## config.mk

```make
export PLATFORM = sky130hd
export DESIGN_NAME = attr_pixel_gen
export DESIGN_NICKNAME = d
export VERILOG_FILES = /design/src/rtl/apg_pkg.sv /design/src/rtl/apg_shifter.sv /design/src/rtl/apg_attr_latch.sv /design/src/rtl/apg_colour_mux.sv /design/src/rtl/attr_pixel_gen.sv
export SDC_FILE = /design/constraint.sdc
export NUM_CORES = 1
export LEC_CHECK = 0
export BUFFER_PORTS_ARGS = -buffer_cell sky130_fd_sc_hd__buf_2
export CAP_MARGIN = 30
export CORE_MARGIN = 2
export CORE_UTILIZATION = 30
export CTS_CLUSTER_SIZE = 28
export DETAILED_ROUTE_END_ITERATION = 7
export PLACE_DENSITY = 0.49
export SETUP_SLACK_MARGIN = 0.3
export SLEW_MARGIN = 10
export SYNTH_ARGS = -nofsm -noshare
export SYNTH_HDL_FRONTEND = slang
export SYNTH_HIERARCHICAL = 1
export SYNTH_SLANG_ARGS = --single-unit
export TNS_END_PERCENT = 30
```

## constraint.sdc

```tcl
create_clock -name clk -period 3.7 [get_ports clk]
set_input_delay 0.74 -clock clk [delete_from_list [all_inputs] [get_ports clk]]
set_output_delay 0.74 -clock clk [all_outputs]
set_load 0.005 [all_outputs]
```

## src/rtl/apg_pkg.sv

```systemverilog
package apg_pkg;
    localparam int COL_W  = 3;
    localparam int CODE_W = COL_W + 1;

    typedef logic [COL_W-1:0] colour_t;

    // Field order is fixed by the attribute byte layout.
    typedef struct packed {
        logic    flash;
        logic    bright;
        colour_t bg;
        colour_t fg;
    } attr_t;

    localparam int ATTR_W = $bits(attr_t);

    function automatic logic [CODE_W-1:0] make_code(input logic bright, input colour_t c);
        return {bright, c};
    endfunction
endpackage

```

## src/rtl/apg_shifter.sv

```systemverilog
module apg_shifter #(
    parameter int PIX_W = 8,
    localparam int CNT_W = $clog2(PIX_W + 1)
) (
    input  logic             clk,
    input  logic             rst,
    input  logic             load,
    input  logic             pix_en,
    input  logic [PIX_W-1:0] bitmap_in,
    output logic             cur_bit,
    output logic             active,
    output logic [CNT_W-1:0] left
);
    typedef struct packed {
        logic [PIX_W-1:0] bits;
        logic [CNT_W-1:0] left;
    } sh_state_t;

    sh_state_t s_d, s_q;

    always_comb begin
        s_d = s_q;
        if (load) begin
            s_d.bits = bitmap_in;
            s_d.left = CNT_W'(PIX_W);
        end else if (pix_en && (s_q.left != '0)) begin
            s_d.bits = {s_q.bits[PIX_W-2:0], 1'b0};
            s_d.left = s_q.left - 1'b1;
        end
    end

    always_ff @(posedge clk) begin
        if (rst) s_q <= '0;
        else     s_q <= s_d;
    end

    assign cur_bit = s_q.bits[PIX_W-1];
    assign active  = (s_q.left != '0);
    assign left    = s_q.left;
endmodule

```

## src/rtl/apg_attr_latch.sv

```systemverilog
module apg_attr_latch
    import apg_pkg::*;
(
    input  logic  clk,
    input  logic  rst,
    input  logic  load,
    input  attr_t attr_in,
    input  logic  flash_phase,
    output attr_t attr,
    output logic  swap
);
    typedef struct packed {
        attr_t attr;
        logic  swap;
    } at_state_t;

    at_state_t a_d, a_q;

    always_comb begin
        a_d = a_q;
        if (load) begin
            a_d.attr = attr_in;
            a_d.swap = attr_in.flash & flash_phase;
        end
    end

    always_ff @(posedge clk) begin
        if (rst) a_q <= '0;
        else     a_q <= a_d;
    end

    assign attr = a_q.attr;
    assign swap = a_q.swap;
endmodule

```

## src/rtl/apg_colour_mux.sv

```systemverilog
module apg_colour_mux
    import apg_pkg::*;
(
    input  logic              cur_bit,
    input  logic              active,
    input  logic              swap,
    input  attr_t             attr,
    input  logic              blank,
    output logic [CODE_W-1:0] code,
    output logic              valid
);
    logic    use_fg;
    colour_t sel;

    always_comb begin
        use_fg = cur_bit ^ swap;
        sel    = use_fg ? attr.fg : attr.bg;
        code   = blank ? '0 : make_code(attr.bright, sel);
        valid  = active & ~blank;
    end
endmodule

```

## src/rtl/attr_pixel_gen.sv

```systemverilog
module attr_pixel_gen
    import apg_pkg::*;
#(
    parameter int PIX_W = 8,
    localparam int CNT_W = $clog2(PIX_W + 1)
) (
    input  logic              clk,
    input  logic              rst,
    input  logic              load,
    input  logic              pix_en,
    input  logic [PIX_W-1:0]  bitmap_in,
    input  logic [ATTR_W-1:0] attr_in,
    input  logic              flash_phase,
    input  logic              blank,
    output logic [CODE_W-1:0] pix_code,
    output logic              pix_valid
);
    logic             cur_bit;
    logic             active;
    logic [CNT_W-1:0] left;
    attr_t            attr_q;
    logic             swap_q;

    apg_shifter #(.PIX_W(PIX_W)) u_shift (
        .clk       (clk),
        .rst       (rst),
        .load      (load),
        .pix_en    (pix_en),
        .bitmap_in (bitmap_in),
        .cur_bit   (cur_bit),
        .active    (active),
        .left      (left)
    );

    apg_attr_latch u_attr (
        .clk         (clk),
        .rst         (rst),
        .load        (load),
        .attr_in     (attr_t'(attr_in)),
        .flash_phase (flash_phase),
        .attr        (attr_q),
        .swap        (swap_q)
    );

    apg_colour_mux u_mux (
        .cur_bit (cur_bit),
        .active  (active),
        .swap    (swap_q),
        .attr    (attr_q),
        .blank   (blank),
        .code    (pix_code),
        .valid   (pix_valid)
    );
endmodule

```

Word-level counts from Yosys, hierarchy flattened
Index checks and enable logic that the tools add are counted.

Bits in registers: 20. Input bits: 22. Output and inout bits: 5. Logic and storage cells: 20.

$add $sub $neg: 1. Multiplexer cells: 4. Bitwise operators: 4. Reductions and logical operators: 4.

Operators by type and width (number): $mux W12 (2); $mux W4 (1); $reduce_bool A4 Y1 (1); $sub A4 B1 Y4 const B (1); $mux W3 (1); $and A1 B1 Y1 (2); $reduce_bool A2 Y1 (1); $reduce_or A2 Y1 (1); $logic_and A1 B1 Y1 (1); $not A1 Y1 (1); $xor A1 B1 Y1 (1).

Depth between registers and ports, before layout
Depth in word-level cells: 4. Depth in mapped cells: 7. Mapped depth without buffers: 6.

By module
The synthesis kept the hierarchy.

By module, submodules not included: apg_shifter (instances 1, cells each 73, area each 626.9 µm², seq. area each 240.2 µm²); apg_attr_latch (instances 1, cells each 30, area each 325.3 µm², seq. area each 180.2 µm²); apg_colour_mux (instances 1, cells each 12, area each 96.3 µm², seq. area each 0.0 µm²).

Worst setup path before layout
Ideal clock, no wire load.

Kind: register to output. From: register u_shift.s_q, in the netlist u_shift/left[0]. To: output pix_valid. Data arrival time: 1.159 ns. Data required time: 2.960 ns. Setup slack: 1.801 ns. Cell stages (with the launch flop): 7. Buffers on the path: 1. Cells stage by stage: dfxtp_1 inv_1 ha_1 nor3b_4 inv_2 buf_6 nor2b_1.

Word-level cells in the longest chain between the ends: 2.

RTL lines: start, declared (RTL line apg_shifter.sv:19) `sh_state_t s_d, s_q;`; start signal, assigned (RTL line apg_shifter.sv:33) `if (rst) s_q <= '0;`; start signal, assigned (RTL line apg_shifter.sv:34) `else s_q <= s_d;`; $reduce_bool A4 Y1 (RTL line apg_shifter.sv:38) `assign active = (s_q.left != '0);`; via active (RTL line attr_pixel_gen.sv:19) `logic active;`; $and A1 B1 Y1 (RTL line apg_colour_mux.sv:19) `valid = active & ~blank;`; end, declared (RTL line attr_pixel_gen.sv:16) `output logic pix_valid`.

The timed path passes the listed nets, and every way through them passes these cells.

Worst setup path after layout
Ends and elaborated chain as after synthesis.

==> out/qor.txt <==
Outcome: completed
LEAKAGE: 0.513 nW
Hold-fix buffers, CTS: 0
Post-Place Cells: 171
Relative slew slack: 62.2%
Pre-CTS setup slack: 1550 ps
CP bufs+invs: 3
Psw: 0.000121 W
Worst min path class: reg -> reg
Area of the die: 3760 um2
Drt drc: 0
Htree depth: 1
Switching share of power: 27.0%
Pin count of the biggest net entering global routing: 30
Synthesis warning total: 6
Synth-to-layout area growth: 18.0%
Clock power frac: 27.9%
Row Count: 20
PD cells: 387 nW/um2
Max Cap Violations: 0
Die H: 61.3 um
Crit path DAT: 1750 ps
Routed WL: 1980 um
Clock-pin slew on the worst setup and hold paths: 110 ps
Synth Cell Area: 985 um2
Wirelength per Cell: 11.3 um
Clock Tree Root: clkbuf_4
Die width: 61.3 um
GPL Wtd Cong: 0.695
Share of layout cells above drive strength 1: 27.5%
Number of buffers created by CTS: 3
Remaining global-route overflow: 0
Initial Util: 32.0%
Family with the most delay on the worst path: simple AND/OR/NAND/NOR gates
Final slew viol count: 0
Initial antenna violation count: 0
Sequential power share: 53.3%
Cell internal pwr: 0.000328 W
Global-route wire length before repair: 3260 um
Worst-path maximum fanout: 12
Final Hold Vio Count: 0
Postcts setup bufs: 0
Max IR drop VDD: 0.142 mV
Placed Area: 1130 um2
Final net count: 155
Logic gate share of total power: 18.8%
Post-Layout Cell Count: 175
Vias/cell: 4.71
Crit-path cells: inv_1, ha_1, nor3b_4, inv_2, nor2b_1, buf_2
Crit-path slowest cell: nor3b_4
Clock Sinks: 20
Final period util: 67.2%
DR pass1 iterations: 4
Syn nets: 131
Worst skew pair latency: 290 ps
Slowest Stage Delay on Critical Path: 380 ps
Vias: 824
Final setup fails: 0
N_diodes: 0
Port bufs: 26
Syn_area_per_cell: 9.12 um2
CTS tree: built
Worst setup margin: 1210 ps
Post-route ant nets: 0
Startpoint Class: flip-flop
Worst Tran Pin Value: 566 ps
CP Capture Type: output pin
Total power draw: 0.000449 W
Final Instance Area: 1160 um2
RSZ-0062 raised after global routing: false
DR iter-0 viols: 25
Mapped Cells: 108
Layout Skew: 0.382 ps
Core area: 3080 um2
HPWL after detailed placement: 1400 um
Vias in the first global route: 776
Fin Setup TNS: 0 ps
CTS resizes: 0
Boundary Pins: 27
Tmin final: 2490 ps
CTS Buffer Depth: 2
Max Clock Freq: 0.402 GHz
GRT Total Usage: 11.7%
Critical Path RT: 2960 ps
Setup CP Type: reg -> out
==> state kept, by name, summed over array words and instances (netlist names) <==
signal	cells
u_shift/cur_bit	1
u_attr/attr	7
u_shift/s_q	7
u_shift/left	4
u_attr/swap	1
==> cell usage in the layout (no fill, tap or decap), drive strengths merged, types with 2 or more instances in the layout <==
cell    instances
o21ai           9
nor3            2
a221oi          7
nand2b          7
mux2i          10
nor2b           3
a31oi           7
inv            11
nor2            8
clkbuf          4
buf            26
a21oi           4
nand3           2
dfxtp          20
==> power by group through the flow <==
stage	Sequential [W]	Clock (W)	Combinational [W]
finish	0.000240	0.000125	0.0000844
global route	0.000241	0.000144	0.0000952
CTS	0.000240	0.000134	0.0000857
detailed placement	0.000244	0	0.0000853
global placement	0.000244	0	0.0000845
floorplan	0.000242	0	0.0000651
==> layer usage <==
layer / wire length (um) / GRT usage [%] / share of wire, %
met1: 933 / 13.8 / 47
met4: 13 / 4.66 / 0.66
met3: 110 / 2.52 / 5.6
met2: 924 / 20.7 / 47
met5: 0 / 0 / 0
==> cell type report <==
class                   instances  area [um2]
flip-flops and latches         20         400
inverters                      11        41.3
repair buffers                 26         130
fillers                       346        1920
multi-input cells              70         499
well taps                      44        55.1
clock buffers                   4        36.3
==> stage by stage <==
step	utilization [%]	hold slack, ps
global route	37.8	533
floorplan	-	452
finish	37.8	502
CTS	37.8	504
global placement	36.6	474
detailed placement	36.6	486
==> path summary, 6_finish.rpt <==
check / cells after the start / endpoint / slack (ps) / start
worst max-delay path: 6 / pix_valid / 1210 / u_shift/left[0]$_SDFFE_PP0N_
worst min-delay path: 2 / u_shift/s_q[9]$_SDFFE_PP0P_ / 500 / u_shift/s_q[9]$_SDFFE_PP0P_
worst max register to register: 6 / u_shift/left[3]$_SDFFE_PP0P_ / 2080 / u_shift/left[0]$_SDFFE_PP0N_
worst min register to register: 2 / u_shift/s_q[9]$_SDFFE_PP0P_ / 500 / u_shift/s_q[9]$_SDFFE_PP0P_
==> worst register-to-register path: cells and delay by family, from the launching register on <==
family,cells,cell delay (ps)
AOI/OAI and AO/OA,1,280
DFF,1,340
buffers and inverters,2,280
and+or+nand+nor,2,450
adders and majority gates,1,170
Power figures use the tool's default switching activity.
